--- src/rtl/rx_screen_pkg.sv ---
package rx_screen_pkg;

    localparam int CTL_W      = 5;
    localparam int CTL_UCAST  = 0;
    localparam int CTL_MCAST  = 1;
    localparam int CTL_BCAST  = 2;
    localparam int CTL_INVERT = 3;
    localparam int CTL_CMP_ON = 4;

    typedef enum logic [0:0] {
        ST_IDLE   = 1'b0,
        ST_REPORT = 1'b1
    } scr_state_e;

    typedef enum logic [1:0] {
        CLS_UNI   = 2'd0,
        CLS_MULTI = 2'd1,
        CLS_BCAST = 2'd2
    } addr_class_e;

endpackage

--- src/rtl/rx_screen_class.sv ---
module rx_screen_class
    import rx_screen_pkg::*;
#(
    parameter int ADDR_W = 48
) (
    input  logic [ADDR_W-1:0] addr,
    output addr_class_e       cls
);
    localparam int GROUP_BIT = ADDR_W - 8;

    always_comb begin
        if (&addr)
            cls = CLS_BCAST;
        else if (addr[GROUP_BIT])
            cls = CLS_MULTI;
        else
            cls = CLS_UNI;
    end
endmodule

--- src/rtl/rx_screen_table.sv ---
module rx_screen_table #(
    parameter int ENTRIES = 16,
    parameter int ADDR_W  = 48,
    parameter int WORD_W  = 32,
    localparam int IDX_W  = $clog2(ENTRIES),
    localparam int LO_W   = ADDR_W - WORD_W
) (
    input  logic              clk,
    input  logic              rst_n,
    input  logic              wr_en,
    input  logic              wr_hi,
    input  logic [IDX_W-1:0]  wr_idx,
    input  logic [WORD_W-1:0] wr_data,
    input  logic [ENTRIES-1:0] entry_en,
    input  logic [ADDR_W-1:0] addr,
    output logic              any_hit
);
    logic [ENTRIES-1:0] hit_vec;

    for (genvar g = 0; g < ENTRIES; g++) begin : g_entry
        logic [WORD_W-1:0] hi_q;
        logic [LO_W-1:0]   lo_q;

        always_ff @(posedge clk or negedge rst_n) begin
            if (!rst_n) begin
                hi_q <= '0;
                lo_q <= '0;
            end else if (wr_en && (wr_idx == IDX_W'(g))) begin
                if (wr_hi)
                    hi_q <= wr_data;
                else
                    lo_q <= wr_data[LO_W-1:0];
            end
        end

        assign hit_vec[g] = entry_en[g] && ({hi_q, lo_q} == addr);
    end

    assign any_hit = |hit_vec;
endmodule

--- src/rtl/rx_screen.sv ---
module rx_screen
    import rx_screen_pkg::*;
#(
    parameter int ENTRIES = 16,
    parameter int ADDR_W  = 48,
    parameter int WORD_W  = 32,
    localparam int IDX_W  = $clog2(ENTRIES)
) (
    input  logic               clk,
    input  logic               rst_n,
    input  logic [CTL_W-1:0]   ctrl,
    input  logic [ENTRIES-1:0] entry_en,
    input  logic               wr_en,
    input  logic               wr_hi,
    input  logic [IDX_W-1:0]   wr_idx,
    input  logic [WORD_W-1:0]  wr_data,
    input  logic               dst_valid,
    input  logic [ADDR_W-1:0]  dst_addr,
    output logic               done,
    output logic               accept
);
    scr_state_e  state_q, state_d;
    addr_class_e cls;
    logic        tbl_hit;
    logic        class_ok;
    logic        table_ok;
    logic        verdict;

    rx_screen_class #(.ADDR_W(ADDR_W)) u_class (
        .addr (dst_addr),
        .cls  (cls)
    );

    rx_screen_table #(
        .ENTRIES (ENTRIES),
        .ADDR_W  (ADDR_W),
        .WORD_W  (WORD_W)
    ) u_table (
        .clk      (clk),
        .rst_n    (rst_n),
        .wr_en    (wr_en),
        .wr_hi    (wr_hi),
        .wr_idx   (wr_idx),
        .wr_data  (wr_data),
        .entry_en (entry_en),
        .addr     (dst_addr),
        .any_hit  (tbl_hit)
    );

    always_comb begin
        unique case (cls)
            CLS_BCAST: class_ok = ctrl[CTL_BCAST];
            CLS_MULTI: class_ok = ctrl[CTL_MCAST];
            default:   class_ok = ctrl[CTL_UCAST];
        endcase
        table_ok = ctrl[CTL_CMP_ON] && (tbl_hit ^ ctrl[CTL_INVERT]);
        verdict  = class_ok || table_ok;
    end

    // next state: take / chain / retire
    always_comb begin
        state_d = state_q;
        unique case (state_q)
            ST_IDLE:   if (dst_valid) state_d = ST_REPORT;
            ST_REPORT: state_d = dst_valid ? ST_REPORT : ST_IDLE;
            default:   state_d = ST_IDLE;
        endcase
    end

    always_ff @(posedge clk or negedge rst_n) begin
        if (!rst_n)
            state_q <= ST_IDLE;
        else
            state_q <= state_d;
    end

    always_ff @(posedge clk or negedge rst_n) begin
        if (!rst_n)
            accept <= 1'b0;
        else if (dst_valid)
            accept <= verdict;
    end

    assign done = (state_q == ST_REPORT);
endmodule

--- config.mk ---
export PLATFORM = sky130hd
export DESIGN_NAME = rx_screen
export DESIGN_NICKNAME = d
export VERILOG_FILES = /design/src/rtl/rx_screen_pkg.sv /design/src/rtl/rx_screen_class.sv /design/src/rtl/rx_screen_table.sv /design/src/rtl/rx_screen.sv
export SDC_FILE = /design/constraint.sdc
export NUM_CORES = 2
export LEC_CHECK = 0
export ABC_AREA = 0
export BUFFER_PORTS_ARGS = -buffer_cell sky130_fd_sc_hd__buf_2
export CORE_MARGIN = 1
export CORE_UTILIZATION = 55
export DETAILED_ROUTE_END_ITERATION = 8
export GPL_TIMING_DRIVEN = 0
export MAX_ROUTING_LAYER = met4
export PLACE_DENSITY = 0.82
export SYNTH_ARGS = -nofsm -noshare
export SYNTH_HDL_FRONTEND = slang
export SYNTH_SLANG_ARGS = --single-unit
export TNS_END_PERCENT = 5
--- constraint.sdc ---
create_clock -name clk -period 2.5 [get_ports clk]
set_input_delay 0.125 -clock clk [delete_from_list [all_inputs] [get_ports clk]]
set_output_delay 0.125 -clock clk [all_outputs]
set_load 0.01 [all_outputs]
# Yosys cells after proc, flatten, opt, wreduce, memory -nomap -nowiden
# Index checks and enable logic that the tools add are counted.
dict set report classes {
  eq_ne 33
  n_bitwise 2
  mux 4
  reduce_logical 69
}
# cell n
set op_table {}
lappend op_table {{== test 48 bit} 16}
lappend op_table {{AND reduction 2 bit} 32}
lappend op_table {{AND reduction 48 bit} 1}
lappend op_table {{logical AND 1 bit} 33}
lappend op_table {{== test 4 bit, second input constant} 8}
lappend op_table {{== test 4 x 3 -> 1 bit, second input constant} 4}
lappend op_table {{OR reduction 16 bit} 1}
lappend op_table {{== test 4 x 2 -> 1 bit, second input constant} 2}
lappend op_table {{== test 4 x 1 -> 1 bit, second input constant} 1}
lappend op_table {{logical NOT 4 bit} 1}
lappend op_table {{== test 2 x 1 -> 1 bit, second input constant} 1}
lappend op_table {{== test 2 bit, second input constant} 1}
lappend op_table {{2-to-1 mux 1 bit} 2}
lappend op_table {{2-to-1 mux 2 bit} 1}
lappend op_table {{one-hot mux 1 bit (2 select lines)} 1}
lappend op_table {{logical OR 1 bit} 1}
lappend op_table {{inverter 1 bit} 1}
lappend op_table {{XOR 1 bit} 1}
dict set report word_totals {
  inputBits 110
  register_bits 770
  elab_cells 142
  out_inout_bits 2
}

# Depth between registers and ports, before layout
dict set report depth {
  depth_word 6
  mapped_depth 11
  depth_no_buf 9
}

# Hierarchy
# A second synthesis with hierarchy kept.
dict set report hier_totals {
  cells_unflattened 2956
  area_unflattened_um2 37802.5
}
# module area_each_um2 cells_each instances
set by_module_without_submodules {}
lappend by_module_without_submodules {rx_screen_table 37553.5 2925 1}
lappend by_module_without_submodules {rx_screen 132.6 13 1}
lappend by_module_without_submodules {rx_screen_class 116.4 18 1}

# Worst setup path before layout
# No wires, ideal clock.
dict set report synth_timing {
  path_kind {reg2reg}
  start {register u_table.g_entry[7].hi_q[30]}
  end {register accept}
  path_slack_ns 0.465
  required_time_ns 2.373
  setup_time_ns 0.127
  arrival_time_ns 1.908
  period_less_slack_ns 2.035
  stages_incl_launch_ff 10
  cell_sequence {dfrtp_1 > xor2_1 > nor4_1 > nand4_1 > or4_1 > o211ai_2 > a2111oi_1 > and3_1 > o21ai_1 > a31oi_1}
}
dict set report synth_between {
  elab_chain_len 6
}
# item line_no
set synth_lines {}
lappend synth_lines {{from (decl)} rx_screen_table.sv:21} ;# logic [WORD_W-1:0] hi_q;
lappend synth_lines {{from (signal assigned)} rx_screen_table.sv:30} ;# hi_q <= wr_data;
lappend synth_lines {{== test 48 bit} rx_screen_table.sv:36} ;# assign hit_vec[g] = entry_en[g] && ({hi_q, lo_q} == addr);
lappend synth_lines {{logical AND 1 bit} rx_screen_table.sv:36}
lappend synth_lines {{OR reduction 16 bit} rx_screen_table.sv:39} ;# assign any_hit = |hit_vec;
lappend synth_lines {{XOR 1 bit} rx_screen.sv:56} ;# table_ok = ctrl[CTL_CMP_ON] && (tbl_hit ^ ctrl[CTL_INVERT]);
lappend synth_lines {{logical AND 1 bit} rx_screen.sv:56}
lappend synth_lines {{logical OR 1 bit} rx_screen.sv:57} ;# verdict = class_ok || table_ok;
lappend synth_lines {{to (signal assigned)} rx_screen.sv:81} ;# accept <= verdict;
lappend synth_lines {{to (decl)} rx_screen.sv:20} ;# output logic accept
# Every way passes these cells.
# A chain may end at the register's enable or synchronous reset.

# Final worst setup path
dict set report layout_timing {
  start {input port dst_addr[2]}
  end {register accept}
}
dict set report layout_between {
  elab_chain_len 6
}
# item line_no
set layout_lines {}
lappend layout_lines {{from (decl)} rx_screen.sv:18} ;# input logic [ADDR_W-1:0] dst_addr,
lappend layout_lines {{== test 48 bit} rx_screen_table.sv:36}
lappend layout_lines {{logical AND 1 bit} rx_screen_table.sv:36}
lappend layout_lines {{OR reduction 16 bit} rx_screen_table.sv:39}
lappend layout_lines {{XOR 1 bit} rx_screen.sv:56}
lappend layout_lines {{logical AND 1 bit} rx_screen.sv:56}
lappend layout_lines {{logical OR 1 bit *} rx_screen.sv:57}
# Mark *: on every way between the ends. The rest lies on a longest branch, timed or not.

==> impl_results.md <==
- Via count: 28.4k
- Placed Area: 39800 um2
- Antenna violations before repair: 25
- Final setup fails: 1
- Beginning of the critical path: dst_addr[2]
- Die ar.: 70300 um2
- Clock slew at reported path FFs: 0.06 ns
- Starting density of the core: 0.555
- DR pass1 iterations: 6
- Area leader, netlist: dfrtp_1
- Period minus WS final: 2.70 ns
- H-tree levels: 3
- Clock sink count: 770
- P&R area growth vs syn: 13.1%
- Overflow after GRT: 0
- Port bufs: 61
- Post-Synth Adder-Cell Area: 0
- Initial DRC count: 4749
- Total GRT Usage: 0.448
- Post-Synthesis Cells: 2963
- Crit. End Element: flip-flop
- Synth top cells by count: 770 x dfrtp_1, 709 x mux2_2, 401 x xnor2_1, 288 x xor2_1, 118 x nand4_1
- Most numerous cell in the Yosys netlist: dfrtp_1
- Post-route ant nets: 0
- Post-synth EDFFs: 0
- Min-Delay Path Class: in -> reg
- Die span in y: 265 um
- Worst EP required: 3.07 ns
- Post-Synth XOR/XNOR Area: 0.158
- RSZ-0062 raised after global routing: yes
- Syn Nets: 3073
- Gpl congestion: 1.04
- Top cells by area, synth: dfrtp_1 51%, mux2_2 21%, xnor2_1 9.2%
- Pwr dens: 856 nW/um2
- Fin crit share: 1.08
- Pre-CTS WS: -1.18 ns
- Root cell of the clock tree: clkbuf_16
- Share of flip-flops with an asynchronous set or reset: 1.00
- DIE WIDTH: 265 um
- Dominant synthesized flop cell: dfrtp_1
- Post-synthesis sequential area ratio: 0.506
- Hold Startpoint: wr_data[16]
- Reg2reg start: u_table.g_entry[1].lo_q[8]$_DFFE_PN0P_
- First-pass GRT wire length: 210000 um
- Max Clock Freq: 370 MHz
- Worst VDD drop: 0.000691 V
- Yosys warnings: 0
- Cts bufs inserted: 82
- Post-CTS Setup Bufs: 0
- TritonCTS clock tree: built
- DR vias/cell: 6.81
- Hold Fails Final Rpt: 0
- Seq cells post-synth: 770
- Final WL: 153000 um
- Slew HR: -0.154
- Fin cells: 4171
- Vias in the first global route: 27.8k
- Core Region: 68600 um2
- Largest net degree at the start of global routing: 123
- Distinct cells, synth: 56
- Simple-Gate Fraction of Synth Area: 0.0573
- Number of fill cells: 5200
- # IOs: 112
- PnR worst setup slack: -0.204 ns
- Syn Area/Cell: 12.9 um2
- Post-DR wirelength/cell: 36.6 um
- Clock buffer depth: 3
- Main combinational cell family by area after synthesis: multiplexers
- DP Cell Count: 3962
- Worst skew pair latency: 0.65 ns
- FP Rows: 96
- Mapped Area: 38100 um2
- # DRC: 0
- Max Cap Violations: 12
- CP Launch Type: input port
- Design area: 43100 um2
- Failing checks: max-capacitance violations, max-slew violations, negative setup slack
- Crit Path Class: in -> reg
- Yosys top cell area share: 0.506
- Final #Nets: 3253
- Leak Pwr: 18.7 nW
- Worst Tran Pin Value: 1.73 ns
- Share of cells above drive strength 1: 0.325
- CP max FO: 10
- Hpwl dp: 98300 um
- Post-synthesis compound-gate area fraction: 0.0192
- Multiplexer share of the synthesized area: 0.225
- Clk_skew: 0.0195 ns
- Status: finished with violations
- CP arrival: 3.27 ns
- Fin. max-slew vios: 139
==> flip-flops by register name (all words and copies together) (netlist names) <==
name,cells
accept,1
u_table.g_entry.hi_q,512
u_table.g_entry.lo_q,256
done,1
==> repair_timing <==
item,in CTS,in global routing
endpoints found under the hold margin,132,0
hold buffers,28,0
setup endpoints to repair,1,1
gates cloned,0,0
gates resized for setup,22,9
pin swaps,5,3
==> area by class of cell <==
cell class	instances	area, um2	area share
repair buffers	96	788	0.0183
well taps	931	1160	0.0270
flip-flops and latches	770	19300	0.447
clock buffers	130	2570	0.0597
diodes	31	77.6	0.00180
inverters	44	165	0.00383
clock inverters	20	211	0.00491
multi-input cells	1919	17700	0.410
plain buffers	230	1160	0.0269
==> metal layers <==
layer	track usage	vias to the layer above	wire (um)	part of all wire
li1	-	10700	-	-
met4	0.312	0	13400	0.088
met5	-	-	0	0
met1	0.556	14400	53700	0.35
met2	0.591	2563	61500	0.40
met3	0.181	771	23900	0.16
==> metrics by stage <==
stage           util  setup TNS, ns  total power, mW  hold slack [ns]
2_1_floorplan      -              0             21.3           -0.171
3_3_place_gp   0.577              -             23.4            0.264
3_5_place_dp   0.580          -2.40             23.8            0.142
4_1_cts        0.626              0             36.4          0.00768
5_1_grt        0.628        -0.0859             37.7          0.00194
6_report       0.628         -0.204             36.9          0.00599
==> cell usage in the layout (no fill, tap or decap), types with 13 or more instances in the layout <==
cell type / n
o2111ai_1: 13
nor2_1: 22
nor4_2: 14
o21ai_0: 21
mux2_1: 50
mux2_2: 709
nor3_1: 14
nand2b_1: 32
nand2_1: 38
diode_2: 31
dfrtp_1: 770
clkbuf_16: 89
buf_2: 119
clkbuf_1: 133
inv_1: 39
nand3_1: 21
xor2_1: 288
xnor2_1: 401
nor4_1: 83
buf_4: 34
dlygate4sd3_1: 28
nand4_1: 118
clkbuf_8: 19
==> worst paths after layout <==
check,endpoint,slack [ns],cells past startpoint
max,accept$_DFFE_PN0P_,-0.20,10
min,u_table.g_entry[4].hi_q[16]$_DFFE_PN0P_,0.006,2
max reg2reg,accept$_DFFE_PN0P_,-0.12,9
min reg2reg,u_table.g_entry[5].lo_q[11]$_DFFE_PN0P_,0.51,1
max in group asynchronous,u_table.g_entry[5].lo_q[6]$_DFFE_PN0P_,0.86,4
min in group asynchronous,u_table.g_entry[12].lo_q[7]$_DFFE_PN0P_,0.05,2
==> logic make-up after synthesis <==
kind of cell | count (synthesis)
and+or+nand+nor | 374
AOI/OAI and AO/OA | 96
buffers and inverters | 274
muxes | 760
DFF | 770
xor gates and xnor gates | 689
==> worst max-delay path, cell delays in order <==
cell and delay [ns]:
buf_2 0.51, buf_2 0.65, xor2_1 0.28, nor4_1 0.08, nand3_1 0.26, o22ai_2 0.19, a2111oi_4 0.68, and3_1 0.24
o21ai_1 0.06, a31oi_1 0.17
==> where the power goes <==
group	switching [mW]	total (mW)	internal, mW
clock	5.33	12.8	7.47
combinational	3.73	7.37	3.64
sequential	1.78	16.7	14.9
(Power assumes the default switching activity.)
